## config.mk

```make
export PLATFORM = sky130hd
export DESIGN_NAME = adc_capture_seq
export DESIGN_NICKNAME = d
export VERILOG_FILES = /design/src/rtl/adc_seq_pkg.sv /design/src/rtl/adc_seq_sync.sv /design/src/rtl/adc_seq_sclk.sv /design/src/rtl/adc_seq_shift.sv /design/src/rtl/adc_capture_seq.sv
export SDC_FILE = /design/constraint.sdc
export NUM_CORES = 1
export LEC_CHECK = 0
export BUFFER_PORTS_ARGS = -buffer_cell sky130_fd_sc_hd__buf_4
export CAP_MARGIN = 20
export CORE_ASPECT_RATIO = 0.9
export CORE_MARGIN = 2
export CORE_UTILIZATION = 38
export CTS_CLUSTER_DIAMETER = 40
export DETAILED_ROUTE_END_ITERATION = 10
export PLACE_DENSITY = 0.6
export SLEW_MARGIN = 20
export SYNTH_ARGS = -nofsm -noshare
export SYNTH_HDL_FRONTEND = slang
export SYNTH_SLANG_ARGS = --single-unit
```

## constraint.sdc

```tcl
create_clock -name clk -period 1.9 [get_ports clk]
set_input_delay 0.285 -clock clk [delete_from_list [all_inputs] [get_ports clk]]
set_output_delay 0.285 -clock clk [all_outputs]
set_load 0.01 [all_outputs]
```

## src/rtl/adc_seq_pkg.sv

```systemverilog
package adc_seq_pkg;

  typedef enum logic [1:0] {
    ST_IDLE,
    ST_WAIT_EOC,
    ST_CLOCKING,
    ST_WRITE
  } seq_state_e;

  // Kept result bits for the selected build
  function automatic int res_width(bit wide);
    return wide ? 12 : 8;
  endfunction

  // Serial clocks per frame: one leading pulse plus one per kept bit
  function automatic int frame_clocks(bit wide);
    return res_width(wide) + 1;
  endfunction

endpackage

```

## src/rtl/adc_seq_sync.sv

```systemverilog
// Multi-stage synchronizer that also returns the stage after the output,
// so the caller can detect edges on the synchronized level.
module adc_seq_sync #(
  parameter int STAGES = 2
) (
  input  logic clk,
  input  logic rst_n,
  input  logic din,
  output logic level_o,
  output logic prev_o
);
  logic [STAGES:0] chain;

  always_ff @(posedge clk or negedge rst_n) begin
    if (!rst_n) chain <= '0;
    else        chain <= {chain[STAGES-1:0], din};
  end

  assign level_o = chain[STAGES-1];
  assign prev_o  = chain[STAGES];
endmodule

```

## src/rtl/adc_seq_sclk.sv

```systemverilog
// Divided serial clock with pulse counter; idle low whenever en is low.
module adc_seq_sclk #(
  parameter int DIV  = 4,
  parameter int NCLK = 9
) (
  input  logic clk,
  input  logic rst_n,
  input  logic en,
  output logic sclk_o,
  output logic rise_o,
  output logic last_o
);
  localparam int CW = (DIV > 1) ? $clog2(DIV) : 1;
  localparam int PW = $clog2(NCLK + 1);

  logic [CW-1:0] div_cnt;
  logic [PW-1:0] pulses;
  logic          tick;

  assign tick   = en && (div_cnt == CW'(DIV - 1));
  assign rise_o = tick && !sclk_o;
  assign last_o = tick && sclk_o && (pulses == PW'(NCLK));

  always_ff @(posedge clk or negedge rst_n) begin
    if (!rst_n) begin
      div_cnt <= '0;
      sclk_o  <= 1'b0;
      pulses  <= '0;
    end else if (!en) begin
      div_cnt <= '0;
      sclk_o  <= 1'b0;
      pulses  <= '0;
    end else if (tick) begin
      div_cnt <= '0;
      sclk_o  <= !sclk_o;
      if (!sclk_o) pulses <= pulses + 1'b1;
    end else begin
      div_cnt <= div_cnt + 1'b1;
    end
  end
endmodule

```

## src/rtl/adc_seq_shift.sv

```systemverilog
// Serial-to-parallel register, MSB first, clearable.
module adc_seq_shift #(
  parameter int W = 8
) (
  input  logic         clk,
  input  logic         rst_n,
  input  logic         clr,
  input  logic         shift,
  input  logic         bit_i,
  output logic [W-1:0] q_o
);
  always_ff @(posedge clk or negedge rst_n) begin
    if (!rst_n)     q_o <= '0;
    else if (clr)   q_o <= '0;
    else if (shift) q_o <= {q_o[W-2:0], bit_i};
  end
endmodule

```

## src/rtl/adc_capture_seq.sv

```systemverilog
module adc_capture_seq
  import adc_seq_pkg::*;
#(
  parameter bit WIDE = 1'b0,
  parameter int DIV  = 4,
  parameter int SYNC = 2
) (
  input  logic                         clk,
  input  logic                         rst_n,
  input  logic                         trig_i,
  input  logic                         sdata_i,
  output logic                         cs_n_o,
  output logic                         sclk_o,
  output logic                         busy_o,
  output logic [res_width(WIDE)-1:0]   data_o,
  output logic                         wr_o
);
  localparam int W    = res_width(WIDE);
  localparam int NCLK = frame_clocks(WIDE);

  // index 0: trigger, index 1: serial data
  logic [1:0] raw, lvl, prv, rise;
  assign raw = {sdata_i, trig_i};

  for (genvar i = 0; i < 2; i++) begin : g_sync
    adc_seq_sync #(.STAGES(SYNC)) u_sync (
      .clk     (clk),
      .rst_n   (rst_n),
      .din     (raw[i]),
      .level_o (lvl[i]),
      .prev_o  (prv[i])
    );
    assign rise[i] = lvl[i] && !prv[i];
  end

  seq_state_e   state;
  logic         clk_en, bit_rise, frame_end, clr_sr;
  logic [W-1:0] sr_q;

  assign clk_en = (state == ST_CLOCKING);
  assign clr_sr = (state == ST_IDLE) && rise[0];

  adc_seq_sclk #(.DIV(DIV), .NCLK(NCLK)) u_sclk (
    .clk    (clk),
    .rst_n  (rst_n),
    .en     (clk_en),
    .sclk_o (sclk_o),
    .rise_o (bit_rise),
    .last_o (frame_end)
  );

  adc_seq_shift #(.W(W)) u_shift (
    .clk   (clk),
    .rst_n (rst_n),
    .clr   (clr_sr),
    .shift (bit_rise),
    .bit_i (lvl[1]),
    .q_o   (sr_q)
  );

  always_ff @(posedge clk or negedge rst_n) begin
    if (!rst_n) begin
      state  <= ST_IDLE;
      cs_n_o <= 1'b1;
      wr_o   <= 1'b0;
      data_o <= '0;
    end else begin
      case (state)
        ST_IDLE: if (rise[0]) begin
          cs_n_o <= 1'b0;
          state  <= ST_WAIT_EOC;
        end
        ST_WAIT_EOC: if (rise[1]) state <= ST_CLOCKING;
        ST_CLOCKING: if (frame_end) begin
          cs_n_o <= 1'b1;
          wr_o   <= 1'b1;
          data_o <= sr_q;
          state  <= ST_WRITE;
        end
        default: begin
          wr_o  <= 1'b0;
          state <= ST_IDLE;
        end
      endcase
    end
  end

  assign busy_o = (state != ST_IDLE);
endmodule

```

After elaboration in Yosys (flattened, before gate mapping)
Index checks and enable logic that the tools add are counted.
{ "totals": {"reg_bits": 33, "in_bits": 4, "output_inout_bits": 12, "wordCells": 59} }
{ "classes": {"n_addsub": 2, "n_eq_ne": 9, "n_mux": 17, "n_bitwise": 1, "reduce_logical": 20} }
{ "op_table": {"columns": ["operator", "count"], "rows": [
  ["8-bit 2-to-1 mux", 2],
  ["4-bit 2-to-1 mux", 3],
  ["2-bit 2-to-1 mux", 5],
  ["2-bit != test (second input constant)", 5],
  ["1-bit logical AND", 7],
  ["2-bit case mux with 3 select lines", 1],
  ["2-bit AND reduction", 3],
  ["3-bit AND reduction", 2],
  ["2-bit nonzero test", 3],
  ["4-bit by 1-bit adder with 4-bit output (second input constant)", 1],
  ["2-bit equality test (second input constant)", 2],
  ["4-bit equality test (second input constant)", 1],
  ["1-bit 2-to-1 mux", 4],
  ["1-bit case mux with 2 select lines", 2],
  ["1-bit logical NOT", 3],
  ["2-bit by 1-bit adder with 2-bit output (second input constant)", 1],
  ["2-bit by 1-bit equality test with 1-bit output (second input constant)", 1],
  ["2-bit logical NOT", 1],
  ["2-bit OR reduction", 1],
  ["1-bit inverter", 1]
]} }

Depth between registers and ports, before layout
{ "logic_depth": {"depth_word": 6, "ltp_mapped": 8, "depth_no_buf": 6} }

Modules after synthesis
From an unflattened synthesis, not the netlist that was laid out.
{ "unflattened": {"hier_cells": 108, "hier_area_um2": 1411.4} }
{ "modules_own_cells": {"columns": ["mod", "instances", "cells_each", "area_per_inst_um2", "seq_area_each_um2"], "rows": [
  ["adc_capture_seq", 1, 45, 571.8, 301.5],
  ["adc_seq_sclk", 1, 31, 364.1, 175.2],
  ["adc_seq_shift", 1, 26, 325.3, 200.2],
  ["adc_seq_sync", 2, 3, 75.1, 75.1]
]} }

Worst setup path before layout
OpenSTA, ideal clock, no wires.
{ "synth_path": {"path_type": "register to register", "startpoint": "reg state[0]", "endpoint": "reg data_o[0]", "setup_ns": 0.125, "arrival_time_ns": 1.407, "required_ns": 1.775, "setup_slack_ns": 0.368, "stages_incl_launch_ff": 8, "n_path_buf": 2, "synth_period_minus_slack_ns": 1.532, "path_cell_list": "dfrtp_1 -> inv_1 -> ha_1 -> buf_6 -> nand2_1 -> nor2_2 -> buf_6 -> mux2_2"} }
{ "synth_via": {"elab_chain_len": 5} }
{ "synth_lines": {"columns": ["item", "line", "rtl"], "rows": [
  ["start, declared", "adc_capture_seq.sv:36", "seq_state_e state;"],
  ["start signal, assigned", "adc_capture_seq.sv:63", "state <= ST_IDLE;"],
  ["start signal, assigned", "adc_capture_seq.sv:71", "state <= ST_WAIT_EOC;"],
  ["start signal, assigned", "adc_capture_seq.sv:73", "ST_WAIT_EOC: if (rise[1]) state <= ST_CLOCKING;"],
  ["2-bit equality test (*)", "adc_capture_seq.sv:40", "assign clk_en = (state == ST_CLOCKING);"],
  ["via clk_en", "adc_capture_seq.sv:37", "logic clk_en, bit_rise, frame_end, clr_sr;"],
  ["1-bit logical AND", "adc_seq_sclk.sv:20", "assign tick = en && (div_cnt == CW'(DIV - 1));"],
  ["1-bit logical AND (2 in series)", "adc_seq_sclk.sv:22", "assign last_o = tick && sclk_o && (pulses == PW'(NCLK));"],
  ["2-bit AND reduction (no line) (*)", null, null],
  ["end signal, assigned", "adc_capture_seq.sv:77", "data_o <= sr_q;"],
  ["end, declared", "adc_capture_seq.sv:15", "output logic [res_width(WIDE)-1:0] data_o,"]
]} }
Mark *: on every way through the listed nets, which the timed path passes. The rest lies on a longest branch.
A chain may end at the register's enable or synchronous reset.

Final worst setup path
{ "layout_path": {"startpoint": "reg state[0]", "endpoint": "out busy_o"} }
{ "layout_via": {"elab_chain_len": 1} }
{ "layout_lines": {"columns": ["item", "line", "rtl"], "rows": [
  ["2-bit nonzero test", "adc_capture_seq.sv:88", "assign busy_o = (state != ST_IDLE);"],
  ["end, declared", "adc_capture_seq.sv:14", "output logic busy_o,"]
]} }
Every way passes these cells.

==> results summary <==
The flow ran to the end, and the final reports show no timing, DRC or antenna violations. The average wire per standard cell came out at 13.0 microns. The area of the die is 4180 sq um. The worst setup path is launched from a flop. The via density per instance came out at 4.84. The biggest cell delay along the critical path is 0.41 ns.

The antenna diode count came out at 0. The critical path goes through inv_1 -> ha_1 -> inv_1 -> buf_4. The post-synth net total came out at 111.

Synthesis instantiated 29 different standard cells from the library. The post-CTS setup buffer count is 0. The total clock buffers created by CTS came out at 5. The cell taking the most area after synthesis is sky130_fd_sc_hd__dfrtp_1.

The headroom to the max-slew limit came out at 0.726. The kind of cell with the highest combined delay on the critical path is adder cells. The met2 track utilization from global routing is 0.181.

Of the post-synthesis cell area, the dominant cell type holds 0.573. The weighted congestion reported at the end of routability-driven placement is 0.745. The initial DRC count came out at 34. For this design, the slowest cell found on the critical path is sky130_fd_sc_hd__ha_1. The clock-pin slew of the registers on the worst-case setup and hold paths came out at 0.06 ns. The number of antenna violations at the first check in global routing came out at 0. The mapped cell area came out at 1400 sq um. The buffers plus inverters on the worst setup path came out at 3. The min-delay analysis places its worst path in the category input port to flop. The number of I/O pins came out at 16. The pin count of the biggest net entering global routing is 34. For this run, design rule violations remaining after detail routing come to 0. The effective utilization at floorplan is 0.404. The first-pass GRT wire length came out at 3840 microns. The flop and latch count out of synthesis came out at 33.

The part of the cycle the worst path needs is 0.892. The number of H-tree levels came out at 2. Yosys printed 0 warnings. The remaining antenna violation count is 0. The met1 track utilization from global routing is 0.175.

The number of detailed-route iterations in the first pass came out at 3. The worst-case vdd ir drop is 0.000551 V. The root cell of the clock tree is sky130_fd_sc_hd__clkbuf_8. The busiest metal layer after global routing is met2. STA puts the critical path data required time at 1.62 ns. The via count of the first global-routing pass came out at 781. The detailed placement HPWL came out at 1530 microns. The number of hold violations in the final report is 0. Wires add up to 2150 microns.

After technology mapping, the gate count stands at 101. The final number of setup-violating endpoints came out at 0. The element type at the critical path end is a primary output. The post-route minimum period is 1.69 ns. The vertical extent of the die came out at 61.5 microns. The proportion of synthesized chip area in sequential cells is 0.592. The TritonCTS clock tree is built. In this run the power density over the cells is 1060 nW/um^2. The detailed-route via count is 804. The max-slew violation count came out at 0. In the layout the commonest cells are sky130_fd_sc_hd__dfrtp_1 (32), sky130_fd_sc_hd__buf_4 (17), sky130_fd_sc_hd__mux2_2 (8), sky130_fd_sc_hd__nor2_1 (8).

The later pin in the worst-skew pair is clocked with a latency of 0.28 ns. The area of the core is 3450 sq um. For the pin with the worst max-slew slack, the measured transition is 0.411 ns. The number of nets at the end of the flow came out at 132.

The library cell used most frequently in the layout, excluding fill and tap cells, is sky130_fd_sc_hd__dfrtp_1. The leakage power is 0.000808 uW. The floorplan has 20 rows. The max-cap violation count is 0. The setup total negative slack came out at 0 ns.

The met3 usage in global routing came out at 0.0548. Counting every sink on the clock net gives 33. By instance count, the cell type seen most on the critical path is sky130_fd_sc_hd__inv_1. By area the synthesized netlist is led by sky130_fd_sc_hd__dfrtp_1 (57%), sky130_fd_sc_hd__mux2_2 (6.5%), sky130_fd_sc_hd__ha_1 (5.4%).

In this run the tool buffered the top-level ports with 15 buffer cells. The global-route congestion overflow total came out at 0. The maximum buffer depth of the clock tree came out at 2. The start-to-end type of the worst setup path is flop to primary output. At the worst endpoint, the arrival time is 1.41 ns. The maximum clock rate came out at 590 MHz.

Setup repair after global routing left no endpoint under its margin. The layout overhead on the synthesized area came out at 16.8%. The final worst clock skew is 0.00622 ns. The biggest fanout along the worst timing path came out at 8. The share of layout cells above drive strength 1 is 0.369. For this run, the total global-route usage over all layers was measured as 0.130. Measured along the x axis, the die boundary spans 67.9 microns. The post-synthesis area per instance came out at 13.8 sq um. The utilization after layout is 0.472.
==> synth_stat cells, drive strengths merged <==
cell    count
a211oi      2
ha          6
a22oi       2
dfstp       1
and2b       1
o21ai       1
a21oi       3
inv         5
mux2        9
xnor2       2
nand4       1
xor2        2
nor2        9
a31oi       1
nor2b       1
dfrtp      32
a22o        8
nor3        2
and2        1
nand2b      2
buf         4
nand2       5
nand4b      1
==> kinds of logic after synthesis <==
kind of cell / Yosys count / share of synthesized area
muxes: 9 / 0.0753
adders and majority gates: 6 / 0.0538
and+or+nand+nor: 23 / 0.0923
DFF: 33 / 0.592
AOI/OAI and AO/OA: 17 / 0.116
buffers and inverters: 9 / 0.0457
xor gates and xnor gates: 4 / 0.0251
==> final cells by class <==
type	count	area [sq um]
repair buffers	18	138
clock buffers	7	86.3
inverters	5	18.8
flip-flops and latches	33	827
multi-input cells	59	505
fillers	334	1820
well taps	44	55.1
==> worst paths after layout <==
| check | start | depth (start not counted) | endpoint | slack, ns |
|---|---|---|---|---|
| setup / recovery | state[0] | 4 | busy_o | 0.21 |
| hold / removal | sdata_i | 1 | g_sync[1].u_sync.chain[0] | 0.11 |
| setup reg to reg | state[0] | 7 | state[1] | 0.31 |
| hold reg to reg | g_sync[0].u_sync.chain[0] | 0 | g_sync[0].u_sync.chain[1] | 0.35 |
| max in group asynchronous | rst_n | 2 | cs_n_o | 1.09 |
| min in group asynchronous | rst_n | 2 | u_sclk.pulses[0] | 0.48 |
==> through the flow <==
stage	cell area, sq um	worst slack (ns)	instances	power, uW	hold WS, ns
floorplan	1400	0.368	101	1160	-0.0106
global placement	1530	0.364	158	1220	0.245
detailed placement	1530	0.299	158	1240	0.252
CTS	1630	0.186	166	1760	0.103
global route	1630	0.0869	166	1840	0.101
finish	1630	0.206	166	1730	0.113
==> sequential cells by signal (all words and copies together), names as in the netlist <==
signal / count
cs_n_o: 1
state: 2
u_shift.q_o: 8
data_o: 8
u_sclk.div_cnt: 2
wr_o: 1
u_sclk.sclk_o: 1
u_sclk.pulses: 4
g_sync.u_sync.chain: 6
==> repair_timing <==
action	CTS	global route
hold buffers	1	0
hold endpoints to repair	32	0
resized for setup	0	0
==> report_power, final <==
| part | leakage, uW | switching, uW | total, uW | internal (uW) |
|---|---|---|---|---|
| registers | 0.000438 | 34.7 | 793 | 758 |
| logic | 0.000325 | 241 | 426 | 185 |
| clock network | 0.0000443 | 224 | 511 | 287 |
| total | 0.000808 | 499 | 1730 | 1230 |
==> per-layer routing <==
| layer | part of all wire | up-vias |
|---|---|---|
| met5 | 0 | - |
| met4 | 0.023 | 0 |
| met3 | 0.054 | 5 |
| met2 | 0.42 | 15 |
| met1 | 0.50 | 394 |
| li1 | - | 390 |
No activity file was read; power rests on OpenSTA's default activity.
